<file path="config.mk">
export PLATFORM = sky130hd
export DESIGN_NAME = tx_short_pad
export DESIGN_NICKNAME = d
export VERILOG_FILES = /design/src/rtl/txpad_pkg.sv /design/src/rtl/txpad_len_ctr.sv /design/src/rtl/txpad_ctrl.sv /design/src/rtl/txpad_out_mux.sv /design/src/rtl/tx_short_pad.sv
export SDC_FILE = /design/constraint.sdc
export NUM_CORES = 1
export LEC_CHECK = 0
export BUFFER_PORTS_ARGS = -buffer_cell sky130_fd_sc_hd__buf_2
export CAP_MARGIN = 30
export CORE_MARGIN = 4
export CORE_UTILIZATION = 52
export CTS_BUF_LIST = sky130_fd_sc_hd__clkbuf_4 sky130_fd_sc_hd__clkbuf_8 sky130_fd_sc_hd__clkbuf_16
export DETAILED_ROUTE_END_ITERATION = 8
export PLACE_DENSITY = 0.87
export RECOVER_POWER = 25
export SLEW_MARGIN = 20
export SYNTH_ARGS = -nofsm -noshare
export SYNTH_HDL_FRONTEND = slang
export SYNTH_SLANG_ARGS = --single-unit
</file>
<file path="constraint.sdc">
create_clock -name clk_i -period 5.2 [get_ports clk_i]
set_clock_uncertainty 0.15 [all_clocks]
set_input_delay 0.26 -clock clk_i [delete_from_list [all_inputs] [get_ports clk_i]]
set_output_delay 0.26 -clock clk_i [all_outputs]
set_load 0.01 [all_outputs]
</file>
<file path="src/rtl/txpad_pkg.sv">
package txpad_pkg;
  typedef enum logic {
    ST_PASS = 1'b0,
    ST_FILL = 1'b1
  } txpad_state_e;
endpackage

</file>
<file path="src/rtl/txpad_len_ctr.sv">
module txpad_len_ctr #(
  parameter int unsigned LEN_W = 16
) (
  input  logic             clk_i,
  input  logic             rst_ni,
  input  logic             step_i,
  input  logic             restart_i,
  output logic [LEN_W-1:0] len_o
);
  localparam logic [LEN_W-1:0] LenMax = {LEN_W{1'b1}};

  logic [LEN_W-1:0] len_q;

  always_ff @(posedge clk_i or negedge rst_ni) begin
    if (!rst_ni) begin
      len_q <= '0;
    end else if (step_i) begin
      if (restart_i)          len_q <= LEN_W'(1);
      else if (len_q != LenMax) len_q <= len_q + LEN_W'(1);
    end
  end

  assign len_o = len_q;
endmodule

</file>
<file path="src/rtl/txpad_ctrl.sv">
module txpad_ctrl
  import txpad_pkg::*;
#(
  parameter int unsigned LEN_W = 16
) (
  input  logic             clk_i,
  input  logic             rst_ni,
  input  logic [LEN_W-1:0] min_len_i,
  input  logic [LEN_W-1:0] len_i,
  input  logic             in_valid_i,
  input  logic             in_sof_i,
  input  logic             in_eof_i,
  input  logic             in_pad_en_i,
  input  logic             out_ready_i,
  output logic             fill_busy_o,
  output logic             fill_last_o,
  output logic             eof_drop_o
);
  localparam int unsigned CW = LEN_W + 1;

  txpad_state_e state_q, state_d;
  logic         pad_en_q;
  logic         pad_en_eff;
  logic [CW-1:0] base_len, next_len, min_ext, fill_next;
  logic         short_frame;
  logic         accept;

  // flag comes from the sof byte itself for that byte, latched copy afterwards
  assign pad_en_eff  = in_sof_i ? in_pad_en_i : pad_en_q;
  assign base_len    = in_sof_i ? '0 : {1'b0, len_i};
  assign next_len    = base_len + CW'(1);
  assign min_ext     = {1'b0, min_len_i};
  assign short_frame = pad_en_eff && (next_len < min_ext);
  assign fill_next   = {1'b0, len_i} + CW'(1);

  assign accept      = (state_q == ST_PASS) && in_valid_i && out_ready_i;
  assign eof_drop_o  = (state_q == ST_PASS) && in_eof_i && short_frame;
  assign fill_busy_o = (state_q == ST_FILL);
  assign fill_last_o = fill_next >= min_ext;

  always_comb begin
    state_d = state_q;
    unique case (state_q)
      ST_PASS: if (accept && eof_drop_o)        state_d = ST_FILL;
      ST_FILL: if (out_ready_i && fill_last_o)  state_d = ST_PASS;
      default:                                  state_d = ST_PASS;
    endcase
  end

  always_ff @(posedge clk_i or negedge rst_ni) begin
    if (!rst_ni) begin
      state_q  <= ST_PASS;
      pad_en_q <= 1'b0;
    end else begin
      state_q <= state_d;
      if (accept && in_sof_i) pad_en_q <= in_pad_en_i;
    end
  end
endmodule

</file>
<file path="src/rtl/txpad_out_mux.sv">
module txpad_out_mux #(
  parameter int unsigned DATA_W = 8
) (
  input  logic              fill_busy_i,
  input  logic              fill_last_i,
  input  logic              eof_drop_i,
  input  logic [DATA_W-1:0] pad_char_i,
  input  logic              in_valid_i,
  input  logic [DATA_W-1:0] in_data_i,
  input  logic              in_sof_i,
  input  logic              in_eof_i,
  input  logic              out_ready_i,
  output logic              in_ready_o,
  output logic              out_valid_o,
  output logic [DATA_W-1:0] out_data_o,
  output logic              out_sof_o,
  output logic              out_eof_o
);
  always_comb begin
    if (fill_busy_i) begin
      in_ready_o  = 1'b0;
      out_valid_o = 1'b1;
      out_data_o  = pad_char_i;
      out_sof_o   = 1'b0;
      out_eof_o   = fill_last_i;
    end else begin
      in_ready_o  = out_ready_i;
      out_valid_o = in_valid_i;
      out_data_o  = in_data_i;
      out_sof_o   = in_sof_i;
      out_eof_o   = in_eof_i && !eof_drop_i;
    end
  end
endmodule

</file>
<file path="src/rtl/tx_short_pad.sv">
module tx_short_pad #(
  parameter int unsigned DATA_W = 8,
  parameter int unsigned LEN_W  = 16
) (
  input  logic              clk_i,
  input  logic              rst_ni,
  input  logic [LEN_W-1:0]  min_len_i,
  input  logic [DATA_W-1:0] pad_char_i,
  input  logic              in_valid_i,
  output logic              in_ready_o,
  input  logic [DATA_W-1:0] in_data_i,
  input  logic              in_sof_i,
  input  logic              in_eof_i,
  input  logic              in_pad_en_i,
  output logic              out_valid_o,
  input  logic              out_ready_i,
  output logic [DATA_W-1:0] out_data_o,
  output logic              out_sof_o,
  output logic              out_eof_o,
  output logic [LEN_W-1:0]  tx_len_o
);
  logic fill_busy, fill_last, eof_drop;

  txpad_ctrl #(.LEN_W(LEN_W)) u_ctrl (
    .clk_i       (clk_i),
    .rst_ni      (rst_ni),
    .min_len_i   (min_len_i),
    .len_i       (tx_len_o),
    .in_valid_i  (in_valid_i),
    .in_sof_i    (in_sof_i),
    .in_eof_i    (in_eof_i),
    .in_pad_en_i (in_pad_en_i),
    .out_ready_i (out_ready_i),
    .fill_busy_o (fill_busy),
    .fill_last_o (fill_last),
    .eof_drop_o  (eof_drop)
  );

  txpad_out_mux #(.DATA_W(DATA_W)) u_mux (
    .fill_busy_i (fill_busy),
    .fill_last_i (fill_last),
    .eof_drop_i  (eof_drop),
    .pad_char_i  (pad_char_i),
    .in_valid_i  (in_valid_i),
    .in_data_i   (in_data_i),
    .in_sof_i    (in_sof_i),
    .in_eof_i    (in_eof_i),
    .out_ready_i (out_ready_i),
    .in_ready_o  (in_ready_o),
    .out_valid_o (out_valid_o),
    .out_data_o  (out_data_o),
    .out_sof_o   (out_sof_o),
    .out_eof_o   (out_eof_o)
  );

  txpad_len_ctr #(.LEN_W(LEN_W)) u_len (
    .clk_i     (clk_i),
    .rst_ni    (rst_ni),
    .step_i    (out_valid_o && out_ready_i),
    .restart_i (out_sof_o),
    .len_o     (tx_len_o)
  );
endmodule

</file>
==> flow_metrics.env <==
export IMPL_run_status="finished clean"
export IMPL_fin_crit_period_ns=4.21
export IMPL_dp_cells=376
export IMPL_clock_tree_root_cell="sky130_fd_sc_hd__clkbuf_8"
export IMPL_timing_setup_critical_path_class="reg -> out"
export IMPL_floorplan_initialDensity=0.555
export IMPL_fraction_of_registers_with_async_set_or_reset_after_synthesis=1.00
export IMPL_first_pass_iters=4
export IMPL_tightestPinTransition_ns=0.989
export IMPL_synth_seq_cells=18
export IMPL_critPathCaptureType="output pin"
export IMPL_drtIter0Drc=127
export IMPL_maxCapViolations=0
export IMPL_grt_pass1_vias=1959
export IMPL_ir_worst_vdd_mv=0.196
export IMPL_hpwlAfterDp_mm=4.61
export IMPL_leakagePower_uw=0.00132
export IMPL_post_synth_instance_area_sq_um=2090
export IMPL_post_route_cells_drive_above_1_share=0.258
export IMPL_synthDominantAreaCellType="sky130_fd_sc_hd__dfrtp_1"
export IMPL_hp_class="in -> reg"
export IMPL_synth_distinct_cells=39
export IMPL_route_top_layer_used="met4"
export IMPL_boundaryPins=67
export IMPL_h_tree_depth=1
export IMPL_fp_dieW_um=71.5
export IMPL_cp_startpoint="u_len.len_o[0]"
export IMPL_pin_count_of_the_biggest_net_entering_global_routing=28
export IMPL_routabilityCongestion=0.888
export IMPL_grt_first_pass_wirelength_mm=8.83
export IMPL_synth_top_area_share=0.215
export IMPL_cts_tree="done"
export IMPL_crit_fanout=8
export IMPL_clkSinkCount=18
export IMPL_rr_startpoint="u_len.len_o[0]"
export IMPL_final_setup_tns_ns=0
export IMPL_ys_seq_area_frac=0.215
export IMPL_syn_inst=271
export IMPL_postSynthNetCount=343
export IMPL_wirelength_mm=5.54
export IMPL_achievable_frequency_mhz=238
export IMPL_postRouteAntennaNets=0
export IMPL_clk_pin_slew_ns=0.06
export IMPL_rsz0062_at_grt="false"
export IMPL_wl_per_cell_um=14.5
export IMPL_die_h_um=71.5
export IMPL_clock_path_buffers=2
export IMPL_wirelength_met1_mm=2.53
export IMPL_via_count=2163
export IMPL_hold_viol=0
export IMPL_nNetsFinal=407
export IMPL_detail_route_drc_violations=0
export IMPL_vias_per_cell=5.68
export IMPL_antenna_diode_count=0
export IMPL_timing_critical_path_from_type="flip-flop"
export IMPL_post_synth_main_area_contributors="sky130_fd_sc_hd__dfrtp_1 (22%), sky130_fd_sc_hd__ha_1 (20%), sky130_fd_sc_hd__o21ai_0 (6.9%)"
export IMPL_yosys_most_used_dff="sky130_fd_sc_hd__dfrtp_1"
export IMPL_worst_endpoint_arrival_ns=3.80
export IMPL_finalWorstSetupSlack_ns=0.994
export IMPL_groute_usage_overall=0.215
export IMPL_max_slew_margin_rel=0.340
export IMPL_design_die_area_sq_um=5110
export IMPL_antenna_found_initial=0
export IMPL_final_period_utilization=0.809
export IMPL_postCtsSetupRepairBufs=0
export IMPL_yosys_warnings=0
export IMPL_dr_wl_met3_um=423
export IMPL_clk_insertion_delay_late_ns=0.26
export IMPL_cts_made_buffers=3
export IMPL_place_ws_ns=1.25
export IMPL_synth_edf_count=0
export IMPL_power_density_nw_per_um2=247
export IMPL_core_area_sq_um=3770
export IMPL_gr_total_overflow=0
export IMPL_critPathRequiredTime_ns=4.79
export IMPL_area_growth_syn_to_layout_pct=19.7
export IMPL_worst_hold_launch="in_pad_en_i"
export IMPL_layout_cells_non_filler=381
export IMPL_dr_wl_met2_mm=2.53
export IMPL_setup_violations=0
export IMPL_maxSlewViolCount=0
export IMPL_rows=22
export IMPL_postSynthAreaPerCell_sq_um=7.73
export IMPL_port_buffer_count=66
## placed cells by master, fill, tap and decap left out, types with 5 or more instances in the layout
master / netlist / routed
sky130_fd_sc_hd__mux2_2: 9 / 9
sky130_fd_sc_hd__nand4_1: 7 / 7
sky130_fd_sc_hd__o21ai_0: 29 / 29
sky130_fd_sc_hd__ha_1: 33 / 33
sky130_fd_sc_hd__buf_2: 4 / 65
sky130_fd_sc_hd__xnor2_1: 13 / 13
sky130_fd_sc_hd__nor2b_1: 8 / 8
sky130_fd_sc_hd__nand3_1: 13 / 13
sky130_fd_sc_hd__inv_1: 25 / 25
sky130_fd_sc_hd__xor2_1: 6 / 6
sky130_fd_sc_hd__nor2_1: 23 / 23
sky130_fd_sc_hd__dfrtp_1: 18 / 18
sky130_fd_sc_hd__a21oi_1: 13 / 13
sky130_fd_sc_hd__nand2_1: 30 / 30
sky130_fd_sc_hd__nor3_1: 5 / 5
## cells in the mapped netlist, drive strengths merged (2+ instances only)
library cell and n:
xor2 6, nand3 13, o31ai 3, o211ai 2
nor3 5, nand2 31, or3 3, ha 33
and3 2, nor2 24, buf 5, or2 2
xnor2 13, a21o 2, mux2 9, nand4 7
o21ai 29, a221oi 2, nor2b 8, dfrtp 18
a22o 3, a21oi 13, inv 25, clkbuf 4
## final timing paths
path / end / slack, ns / depth (start not counted)
setup / recovery: out_eof_o / 0.99 / 15
setup reg to reg: u_ctrl.fill_busy_o / 1.43 / 14
hold / removal: u_ctrl.pad_en_q / 0.11 / 2
max in group asynchronous: u_len.len_o[0] / 3.77 / 2
min in group asynchronous: u_len.len_o[3] / 0.53 / 2
hold reg to reg: u_ctrl.pad_en_q / 0.36 / 1
## timing repair
| item | in CTS | in global routing |
|---|---|---|
| resized for setup | 0 | 0 |
| hold buffers | 1 | 0 |
| setup endpoints to repair | 0 | 0 |
| endpoints found under the hold margin | 18 | 0 |
## through the flow
| stage | total power (uW) | util | cell area [sq um] | hold slack (ns) |
|---|---|---|---|---|
| floorplan | 413 | - | 2090 | -0.186 |
| global placement | 505 | 0.649 | 2450 | 0.0568 |
| detailed placement | 518 | 0.649 | 2450 | 0.0581 |
| CTS | 618 | 0.662 | 2500 | 0.108 |
| global route | 670 | 0.665 | 2510 | 0.109 |
| finish | 619 | 0.665 | 2510 | 0.109 |
## flip-flops by register name (all words and copies together) (netlist names)
name / count
u_ctrl.fill_busy_o: 1
u_ctrl.pad_en_q: 1
u_len.len_o: 16
## logic make-up after synthesis
| family | Yosys count | share of synthesized area |
|---|---|---|
| xor+xnor | 19 | 0.0795 |
| fa+ha+maj | 33 | 0.197 |
| flops | 18 | 0.215 |
| buf+inv | 34 | 0.0633 |
| simple gates | 99 | 0.227 |
| compound gates | 58 | 0.165 |
| mux | 10 | 0.0532 |
## worst max-delay path, stage by stage, from the launching register on
cell and delay (ns):
sky130_fd_sc_hd__dfrtp_1 0.46, sky130_fd_sc_hd__nor2b_1 0.25, sky130_fd_sc_hd__ha_1 0.22, sky130_fd_sc_hd__inv_1 0.08, sky130_fd_sc_hd__or4_4 0.55, sky130_fd_sc_hd__or3_4 0.40
sky130_fd_sc_hd__or3_1 0.36, sky130_fd_sc_hd__a21oi_1 0.15, sky130_fd_sc_hd__ha_1 0.25, sky130_fd_sc_hd__nand4_1 0.09, sky130_fd_sc_hd__nor2_1 0.05, sky130_fd_sc_hd__a21oi_1 0.11
sky130_fd_sc_hd__o21ai_0 0.12, sky130_fd_sc_hd__o211ai_1 0.21, sky130_fd_sc_hd__nand3_1 0.09, sky130_fd_sc_hd__buf_2 0.15
## where the power goes
part           internal [uW]  switching [uW]  total [uW]
sequential               164            52.5         216
clock                   51.6            46.8        98.4
combinational            143             162         305
## per-layer routing
layer | vias up | global-route usage
met5 | - | 0
met4 | 0 | 0.0564
met3 | 5 | 0.0281
met2 | 93 | 0.336
met1 | 996 | 0.311
li1 | 1069 | -
## cell type report
type                            count  area, sq um
Inverter                           25         93.8
Tap cell                           48         60.1
Timing Repair Buffer               68          350
Clock buffer                        3         41.3
Multi-Input combinational cell    219         1510
Fill cell                         325         1260
Sequential cell                    18          450
Power figures use the tool's default switching activity.
